### src/rtl/blkx_pkg.sv
package blkx_pkg;
  localparam int BX_AW = 32;
  localparam int BX_LO = 17;
  localparam int BX_MW = 11;
  localparam int BX_BW = BX_AW - BX_LO;
  localparam int BX_PW = 2;
  localparam int BX_SW = 4;

  typedef struct packed {
    logic [BX_BW-1:0] ebase;
    logic [BX_BW-1:0] pbase;
    logic [BX_MW-1:0] mask;
    logic             sup_ok;
    logic             usr_ok;
    logic [BX_PW-1:0] prot;
    logic [BX_SW-1:0] attr;
  } bx_ent_t;
endpackage

### src/rtl/blkx_store.sv
module blkx_store
  import blkx_pkg::*;
#(
  parameter int NUM_ENT = 4,
  localparam int IW = $clog2(NUM_ENT)
) (
  input  logic          clk,
  input  logic          rst_n,
  input  logic          wr_en,
  input  logic [IW-1:0] wr_idx,
  input  bx_ent_t       wr_ent,
  output bx_ent_t       ents [NUM_ENT]
);
  for (genvar g = 0; g < NUM_ENT; g++) begin : g_ent
    always_ff @(posedge clk) begin
      if (!rst_n) begin
        ents[g] <= '0;
      end else if (wr_en && wr_idx == IW'(g)) begin
        ents[g] <= wr_ent;
      end
    end
  end
endmodule

### src/rtl/blkx_match.sv
module blkx_match
  import blkx_pkg::*;
#(
  parameter int NUM_ENT = 4
) (
  input  logic             clk,
  input  logic             rst_n,
  input  bx_ent_t          ents [NUM_ENT],
  input  logic [BX_AW-1:0] ea,
  input  logic             user,
  output logic [NUM_ENT-1:0] match
);
  localparam int FIXW = BX_BW - BX_MW;
  logic [BX_BW-1:0] ea_hi;
  assign ea_hi = ea[BX_AW-1:BX_LO];

  for (genvar g = 0; g < NUM_ENT; g++) begin : g_cmp
    logic [BX_BW-1:0] care;
    logic             mode_ok;
    assign care    = ~{{FIXW{1'b0}}, ents[g].mask};
    assign mode_ok = user ? ents[g].usr_ok : ents[g].sup_ok;
    assign match[g] = mode_ok && (((ea_hi ^ ents[g].ebase) & care) == '0);

    // a match needs the valid bit of the active privilege mode
    assert_priv_gate_R4: assert property (@(posedge clk) disable iff (!rst_n)
      match[g] |-> (user ? ents[g].usr_ok : ents[g].sup_ok));
  end
endmodule

### src/rtl/blkx_select.sv
module blkx_select
  import blkx_pkg::*;
#(
  parameter int NUM_ENT = 4,
  localparam int IW = $clog2(NUM_ENT)
) (
  input  logic               clk,
  input  logic               rst_n,
  input  bx_ent_t            ents [NUM_ENT],
  input  logic [NUM_ENT-1:0] match,
  input  logic [BX_AW-1:0]   ea,
  input  logic               pg_hit,
  input  logic [BX_AW-1:0]   pg_pa,
  output logic               blk_hit,
  output logic               pg_used,
  output logic               miss,
  output logic [IW-1:0]      idx,
  output logic [BX_AW-1:0]   pa,
  output logic [BX_PW-1:0]   prot,
  output logic [BX_SW-1:0]   attr
);
  localparam int FIXW = BX_BW - BX_MW;
  logic [BX_BW-1:0] care;
  logic [BX_BW-1:0] hi;

  always_comb begin
    idx = '0;
    for (int i = NUM_ENT - 1; i >= 0; i--) begin
      if (match[i]) idx = IW'(i);
    end
  end

  assign blk_hit = |match;
  assign pg_used = !blk_hit && pg_hit;
  assign miss    = !blk_hit && !pg_hit;
  assign care    = ~{{FIXW{1'b0}}, ents[idx].mask};
  assign hi      = (ents[idx].pbase & care) | (ea[BX_AW-1:BX_LO] & ~care);

  always_comb begin
    pa   = '0;
    prot = '0;
    attr = '0;
    if (blk_hit) begin
      pa   = {hi, ea[BX_LO-1:0]};
      prot = ents[idx].prot;
      attr = ents[idx].attr;
    end else if (pg_hit) begin
      pa = pg_pa;
    end
  end

  // the chosen entry matches and no lower-numbered entry matches
  assert_lowest_wins_R5: assert property (@(posedge clk) disable iff (!rst_n)
    blk_hit |-> (match[idx] && ((match & ((NUM_ENT'(1) << idx) - NUM_ENT'(1))) == '0)));
  // the page translation never wins against a block match
  assert_block_first_R6: assert property (@(posedge clk) disable iff (!rst_n)
    (|match && pg_hit) |-> (!pg_used && pa[BX_LO-1:0] == ea[BX_LO-1:0]));
endmodule

### src/rtl/blk_xlate_array.sv
module blk_xlate_array
  import blkx_pkg::*;
#(
  parameter int NUM_ENT = 4,
  localparam int IW = $clog2(NUM_ENT)
) (
  input  logic             clk,
  input  logic             rst_n,
  input  logic             wr_en,
  input  logic [IW-1:0]    wr_idx,
  input  logic [BX_BW-1:0] wr_ebase,
  input  logic [BX_BW-1:0] wr_pbase,
  input  logic [BX_MW-1:0] wr_mask,
  input  logic             wr_sup_ok,
  input  logic             wr_usr_ok,
  input  logic [BX_PW-1:0] wr_prot,
  input  logic [BX_SW-1:0] wr_attr,
  input  logic             req_valid,
  output logic             req_ready,
  input  logic [BX_AW-1:0] req_ea,
  input  logic             req_user,
  input  logic             req_pg_hit,
  input  logic [BX_AW-1:0] req_pg_pa,
  output logic             rsp_valid,
  input  logic             rsp_ready,
  output logic [BX_AW-1:0] rsp_pa,
  output logic             rsp_blk_hit,
  output logic             rsp_pg_used,
  output logic             rsp_miss,
  output logic [IW-1:0]    rsp_idx,
  output logic [BX_PW-1:0] rsp_prot,
  output logic [BX_SW-1:0] rsp_attr
);
  bx_ent_t            ents [NUM_ENT];
  bx_ent_t            wr_ent;
  logic [NUM_ENT-1:0] match;
  logic               c_blk, c_pg, c_miss;
  logic [IW-1:0]      c_idx;
  logic [BX_AW-1:0]   c_pa;
  logic [BX_PW-1:0]   c_prot;
  logic [BX_SW-1:0]   c_attr;
  logic               accept;

  assign wr_ent = '{ebase: wr_ebase, pbase: wr_pbase, mask: wr_mask,
                    sup_ok: wr_sup_ok, usr_ok: wr_usr_ok,
                    prot: wr_prot, attr: wr_attr};

  blkx_store #(.NUM_ENT(NUM_ENT)) u_store (
    .clk(clk), .rst_n(rst_n), .wr_en(wr_en), .wr_idx(wr_idx),
    .wr_ent(wr_ent), .ents(ents));

  blkx_match #(.NUM_ENT(NUM_ENT)) u_match (
    .clk(clk), .rst_n(rst_n), .ents(ents), .ea(req_ea),
    .user(req_user), .match(match));

  blkx_select #(.NUM_ENT(NUM_ENT)) u_sel (
    .clk(clk), .rst_n(rst_n), .ents(ents), .match(match), .ea(req_ea),
    .pg_hit(req_pg_hit), .pg_pa(req_pg_pa),
    .blk_hit(c_blk), .pg_used(c_pg), .miss(c_miss), .idx(c_idx),
    .pa(c_pa), .prot(c_prot), .attr(c_attr));

  assign req_ready = !rsp_valid || rsp_ready;
  assign accept    = req_valid && req_ready;

  always_ff @(posedge clk) begin
    if (!rst_n) begin
      rsp_valid   <= 1'b0;
      rsp_pa      <= '0;
      rsp_blk_hit <= 1'b0;
      rsp_pg_used <= 1'b0;
      rsp_miss    <= 1'b0;
      rsp_idx     <= '0;
      rsp_prot    <= '0;
      rsp_attr    <= '0;
    end else begin
      if (accept) begin
        rsp_valid   <= 1'b1;
        rsp_pa      <= c_pa;
        rsp_blk_hit <= c_blk;
        rsp_pg_used <= c_pg;
        rsp_miss    <= c_miss;
        rsp_idx     <= c_idx;
        rsp_prot    <= c_prot;
        rsp_attr    <= c_attr;
      end else if (rsp_ready) begin
        rsp_valid <= 1'b0;
      end
    end
  end

  // an accepted request shows up as a response on the next cycle
  assert_accept_resp_R9: assert property (@(posedge clk) disable iff (!rst_n)
    (req_valid && req_ready) |=> rsp_valid);
  // a stalled response stays put and blocks new requests
  assert_stall_hold_R9: assert property (@(posedge clk) disable iff (!rst_n)
    (rsp_valid && !rsp_ready) |=> (rsp_valid && $stable(rsp_pa) && $stable(rsp_idx)
      && $stable(rsp_blk_hit) && $stable(rsp_pg_used) && $stable(rsp_miss)));
  assert_stall_block_R9: assert property (@(posedge clk) disable iff (!rst_n)
    (rsp_valid && !rsp_ready) |-> !req_ready);
  // offset bits inside the smallest block pass through on a block hit
  assert_offset_pass_R2: assert property (@(posedge clk) disable iff (!rst_n)
    (req_valid && req_ready && |match) |=> (rsp_blk_hit && rsp_pa[BX_LO-1:0] == $past(req_ea[BX_LO-1:0])));
  // exactly one outcome per response
  assert_one_outcome_R8: assert property (@(posedge clk) disable iff (!rst_n)
    rsp_valid |-> ($countones({rsp_blk_hit, rsp_pg_used, rsp_miss}) == 1));
  assert_miss_zero_R8: assert property (@(posedge clk) disable iff (!rst_n)
    (rsp_valid && rsp_miss) |-> (rsp_pa == '0));
endmodule

### config.mk
export PLATFORM = sky130hd
export DESIGN_NAME = blk_xlate_array
export DESIGN_NICKNAME = d
export VERILOG_FILES = /design/src/rtl/blkx_pkg.sv /design/src/rtl/blkx_store.sv /design/src/rtl/blkx_match.sv /design/src/rtl/blkx_select.sv /design/src/rtl/blk_xlate_array.sv
export SDC_FILE = /design/constraint.sdc
export NUM_CORES = 1
export LEC_CHECK = 0
export CORE_ASPECT_RATIO = 0.75
export CORE_UTILIZATION = 59
export CTS_CLUSTER_SIZE = 12
export DETAILED_ROUTE_END_ITERATION = 7
export PLACE_DENSITY_LB_ADDON = 0.1
export SYNTH_ARGS = -nofsm -noshare
export SYNTH_HDL_FRONTEND = slang
export SYNTH_SLANG_ARGS = --single-unit
### constraint.sdc
create_clock -name clk -period 3.8 [get_ports clk]
set_input_delay 0.76 -clock clk [delete_from_list [all_inputs] [get_ports clk]]
set_output_delay 0.76 -clock clk [all_outputs]
set_load 0.1 [all_outputs]
==> results.yml, run 1 <==
run_status:
  status: "finished, final reports clean"
clock_network:
  cts_setup_buffers: 0
  cts_root_buf: "clkbuf_16"
  clock_latency_ps: 510
  cts_buffer_depth: 3
  cts_sinks: 240
  cts_tree: "done"
  cts_hold_buffers: 0
  cts_buffers: 24
  ctsResizeCount: 0
  htreeDepth: 1
  clk_pin_slew_ps: 60
pwr:
  power_density_mw_per_mm2: 410
  netSwitchingFraction_pct: 25.8
  clockPowerShare_pct: 38.7
  pwr-share-comb_pct: 13.8
  p_switching_w: 0.00145
  pwr-share-seq_pct: 47.5
  power.internal_w: 0.00417
  power.leakage_nw: 4.70
  max-vdd-ir-drop_uv: 365
drt:
  drc_errors: 0
  ant_nets: 0
  vias_per_cell: 5.98
  dr.first_iter.drc_count: 1037
  wl_per_cell_microns: 20.2
  drt_pass1_iterations: 5
  wl_microns: 34800
  vias: 10321
global_route:
  grt_max_degree: 94
  track_usage_pct: 36.0
  grt_overflow: 0
  grt_pass1_vias: 9836
  grt_pass1_wl_microns: 54400
  antenna_found_initial: 2
worst_setup_path:
  crit_path_end_kind: "register"
  crit_fanout: 19
  crit_type: "primary input to register"
  crit_path_start_kind: "primary input"
  critPathArrivalTime_ps: 3990
  required_ps: 4250
hold_path:
  worstHoldPathType: "register to register"
placement:
  dp_slack_ps: -94.2
  dpl.cell_count: 1692
  hpwl_microns: 23700
  routabilityCongestion: 1.05
  place_area_sq_mm: 0.0130
  io_buffers: 166
synthesis:
  ys_top_cells_by_count: "nand2_1, dfxtp_1, a21boi_0"
  ys_seq_elements: 240
  synthDistinctLibCells: 41
  synth_cells: 1351
  synth_edf_count: 0
  synth_top_area_share_pct: 43.4
  synth.area.top_cells: "dfxtp_1, nand2_1, a21boi_0, xnor2_1, mux2i_1"
  yosysMostFrequentCell: "nand2_1"
  ys_seq_area_share_pct: 43.4
  synth_fp_nets: 1473
  synth_warnings: 0
  synth_area_sq_mm: 0.0111
  postSynthAreaPerCell_sq_um: 8.20
  synthArstFlopShare_pct: 0
  synth-main-ff-cell: "dfxtp_1"
  yosysTopAreaCell: "dfxtp_1"
sta:
  finalMaxSlewViolations: 0
  fin_crit_ps: 3540
  max_freq_mhz: 283
  timing.final.crit_share_pct: 93.1
  hold_violations: 0
  fin_ws_ps: 261
  hold_ws_ps: 455
  fin_skew_ps: 7.30
  setup_violations: 0
  slew_headroom_pct: 33.6
  tightest_slew_ps: 992
  rsz0062_at_grt: "false"
floorplanning:
  die_area_sq_mm: 0.0193
  die_w_microns: 160
  ioPinCount: 167
  start_util_pct: 61.5
  die_h_microns: 121
  core_area_sq_mm: 0.0180
  rows: 42
finish:
  fin_area_sq_mm: 0.0137
  stdcell_count: 1725
  num-nets-final: 1598
  area_delta_synth_final_pct: 24.0
  layout-drive-gt1-share_pct: 6.62
flow_run:
  max_cap_viol_count: 0
==> placed cells by master (no fill, tap or decap), types with 2 or more instances in the layout <==
cell | synthesis | final
diode_2 | 0 | 2
o2111ai_1 | 11 | 11
xnor2_1 | 53 | 53
a21oi_1 | 25 | 25
o22ai_1 | 17 | 17
o22a_1 | 13 | 13
or3_1 | 22 | 22
xor2_1 | 7 | 7
a211oi_1 | 11 | 11
nor4_1 | 7 | 7
buf_4 | 3 | 37
and2_1 | 4 | 4
clkdlybuf4s50_1 | 0 | 164
clkbuf_16 | 0 | 25
a21boi_1 | 6 | 6
and3_1 | 3 | 2
a21boi_0 | 198 | 198
o21ai_0 | 16 | 16
inv_1 | 2 | 2
dfxtp_1 | 240 | 240
o211a_1 | 17 | 17
or2_2 | 13 | 13
clkbuf_1 | 82 | 3
mux2i_1 | 46 | 46
nand2_1 | 444 | 444
a22o_1 | 11 | 11
nor3_1 | 14 | 14
o211ai_1 | 17 | 17
a31oi_1 | 4 | 4
buf_12 | 0 | 10
nor2_1 | 18 | 16
nand2_2 | 2 | 2
nand3_1 | 9 | 8
nor2b_1 | 3 | 3
nor2_4 | 0 | 2
==> final timing paths <==
kind	from	endpoint	slack [ps]	cells after the start
max	req_ea[24]	rsp_pa[18]	260	12
min	rsp_prot[0]	rsp_prot[0]	460	2
max reg2reg	u_store.ents[113]	rsp_pa[18]	920	10
min reg2reg	rsp_prot[0]	rsp_prot[0]	460	2
==> through the flow <==
step | total power, W | util, % | setup TNS, ps
3_3_place_gp | 0.00348 | 72.4 | 0
6_report | 0.00563 | 76.2 | 0
3_5_place_dp | 0.00349 | 72.4 | -151
2_1_floorplan | 0.00316 | - | 0
5_1_grt | 0.00580 | 76.2 | 0
4_1_cts | 0.00563 | 76.2 | 0
==> critical path, stage by stage <==
cell,delay [ps]
clkdlybuf4s50_1,730
xnor2_1,170
nor2_1,90
nor4_1,560
nand3_1,320
o21ai_4,150
buf_4,340
buf_4,180
nor3_1,40
a211oi_1,370
a21oi_1,120
a21oi_1,150
==> registers in the layout (all words and copies together), names as in the netlist <==
signal,count
rsp_blk_hit,1
rsp_idx,2
rsp_prot,2
rsp_attr,4
rsp_pg_used,1
rsp_miss,1
rsp_valid,1
rsp_pa,32
u_store.ents,196
==> per-layer routing <==
layer	vias up	global-route usage, %	routed length [microns]
li1	4811	-	-
met1	4899	51.7	15100
met2	548	54.0	14700
met3	63	8.68	4240
met4	0	9.17	773
met5	-	0	0
==> layout make-up <==
cell class | count | area (sq um)
Clock buffer | 29 | 651
Timing Repair Buffer | 211 | 2120
Tap cell | 242 | 303
Inverter | 2 | 7.51
Sequential cell | 240 | 4800
Clock inverter | 2 | 35.0
Multi-Input combinational cell | 997 | 5810
Fill cell | 1346 | 4290
Antenna cell | 2 | 5.00
==> power groups by stage <==
stage / clock [W] / sequential (W) / combinational (W)
after floorplan: 0 / 0.00284 / 0.000319
after global placement: 0 / 0.00272 / 0.000754
after detailed placement: 0 / 0.00273 / 0.000763
after CTS: 0.00219 / 0.00267 / 0.000768
after global routing: 0.00230 / 0.00268 / 0.000823
final: 0.00218 / 0.00267 / 0.000776
==> cell families after synthesis <==
family / after synthesis / synth area share [%]
buffers and inverters: 114 / 4.42
multiplexers: 46 / 4.16
AND/OR/NAND/NOR: 544 / 20.1
flip-flops: 240 / 43.4
XOR/XNOR: 60 / 4.74
AO/OA/AOI/OAI: 347 / 23.2
No activity file was read; power rests on OpenSTA's default activity.
==> inputs of run 2 (changes only) <==
CORE_MARGIN = 2   (was unset)
==> results.yml, run 2 (synthesized netlist as in run 1, its figures left out) <==
run_status:
  status: "finished, final reports clean"
finish:
  mostFrequentLayoutCells: "nand2_1, dfxtp_1, a21boi_0"
  regMostFlops: "u_store.ents"
  fin_area_sq_mm: 0.0136
  antenna_cells: 0
  final_util_pct: 73.8
  seq_area_sq_mm: 0.00480
  area_delta_synth_final_pct: 23.0
  final_common_cell: "nand2_1"
  multi_input_area_sq_mm: 0.00581
  largest_register_ffs: 196
  layout-drive-gt1-share_pct: 5.90
  largestRegisters: "u_store.ents x196, rsp_pa x32, rsp_attr x4"
  num-nets-final: 1588
  fillCellCount: 1395
worst_setup_path:
  worstRegToRegCells: 10
  slowest_delay_ps: 780
  r2r_start: "u_store.ents[113]"
  setup.worst_path.start: "req_ea[24]"
  cp_cell_sequence: "clkdlybuf4s50_1 -> xnor2_1 -> nor2_1 -> nor4_1 -> nand3_1 -> o21ai_4 -> buf_4 -> nand2_2 -> buf_4 -> or3_1 -> o2111ai_1 -> a21oi_1"
  required_ps: 4190
  crit_fanout: 8
  crit_path_end_kind: "register"
  crit_type: "primary input to register"
  critPathArrivalTime_ps: 3870
  cp_common_cell: "buf_4"
  cp_slowest_cell: "clkdlybuf4s50_1"
  crit_path_start_kind: "primary input"
  rrSetupSlack_ps: 980
  r2r_end: "rsp_pa[24]"
drt:
  ant_nets: 0
  drt_pass1_iterations: 7
  vias_per_cell: 5.83
  vias: 10033
  wl_microns: 34100
  wl_per_cell_microns: 19.8
  met1_length_microns: 14700
  drc_errors: 0
  top_layer: "met5"
  wl_met2_microns: 14500
  wl_met3_microns: 4260
  dr.first_iter.drc_count: 962
sta:
  fin_crit_ps: 3480
  setup_tns_ps: 0
  hold_violations: 0
  slew_headroom_pct: 34.1
  finalMaxSlewViolations: 0
  fin_skew_ps: 8.37
  hold_ws_ps: 456
  timing.final.crit_share_pct: 91.6
  max_freq_mhz: 287
  rsz0062_at_grt: "false"
  tightest_slew_ps: 985
  setup_violations: 0
floorplanning:
  ioPinCount: 167
  start_util_pct: 60.0
  die_area_sq_mm: 0.0199
  rows: 43
  die_h_microns: 123
  die_w_microns: 162
  core_area_sq_mm: 0.0185
hold_path:
  hold_path_end: "rsp_attr[2]"
  worstHoldPathType: "register to register"
  whs_path_depth: 2
  worstHoldStart: "rsp_attr[2]"
clock_network:
  cts_hold_buffers: 0
  cts_root_buf: "clkbuf_16"
  cts_buffer_depth: 3
  cts_setup_buffers: 0
  cts_sinks: 240
  clk_pin_slew_ps: 60
  clock_latency_ps: 520
  htreeDepth: 1
  cts_tree: "done"
  cts_buffers: 24
  ctsResizeCount: 0
pwr:
  power.leakage_nw: 4.63
  max-vdd-ir-drop_uv: 314
  power_density_mw_per_mm2: 410
placement:
  hpwl_microns: 23100
  place_area_sq_mm: 0.0130
  io_buffers: 166
  routabilityCongestion: 1.01
global_route:
  track_usage_pct: 33.8
  grt_overflow: 0
  grt_pass1_vias: 9437
  grt_pass1_wl_microns: 52500
  antenna_found_initial: 1
  grt_max_degree: 102
flow_run:
  max_cap_viol_count: 0
## run 2: cell count changes in the layout (fill, tap and decap cells not counted)
cell and delta:
buf_4 -8, clkbuf_1 +4, buf_12 -2, diode_2 -2, bufinv_16 -1
## run 2: worst max path at each step
| stage | endpoint |
|---|---|
| 6_report | rsp_pa[24] |
| 5_1_grt | rsp_pa[24] |
| 4_1_cts | rsp_pa[24] |
| 3_5_place_dp | rsp_pa[17] |
| 3_3_place_gp | rsp_pa[20] |
| 2_1_floorplan | rsp_pa[18] |
## run 2: report_power, final
| part | switching [W] | internal (W) |
|---|---|---|
| Combinational | 0.000460 | 0.000311 |
| Sequential | 0.0000674 | 0.00260 |
| Clock | 0.000942 | 0.00120 |
## run 2: final cells by class
type,instances,share of cell area (%)
clock inverters,1,0.0367
flip-flops and latches,240,35.3
inverters,2,0.0551
multi-input cells,997,42.7
well taps,247,2.27
clock buffers,33,4.89
repair buffers,201,14.8
## run 2: per-stage QoR
step	instances	worst slack (ps)	total power, W
after floorplan	1351	774	0.00316
after global placement	1687	15.6	0.00347
after detailed placement	1687	27.1	0.00348
after CTS	1721	540	0.00559
after global routing	1721	263	0.00577
final	1721	319	0.00559
## run 2: critical path: cells and delay by family
family	cells	cell delay, ps
AND/OR/NAND/NOR	5	1380
buffers and inverters	3	1180
AO/OA/AOI/OAI	3	370
XOR/XNOR	1	180
## run 2: routing by layer
layer	vias to the layer above	track usage [%]
met5	-	0
met1	4685	48.2
li1	4773	-
met2	517	50.6
met4	2	7.41
met3	56	10.4
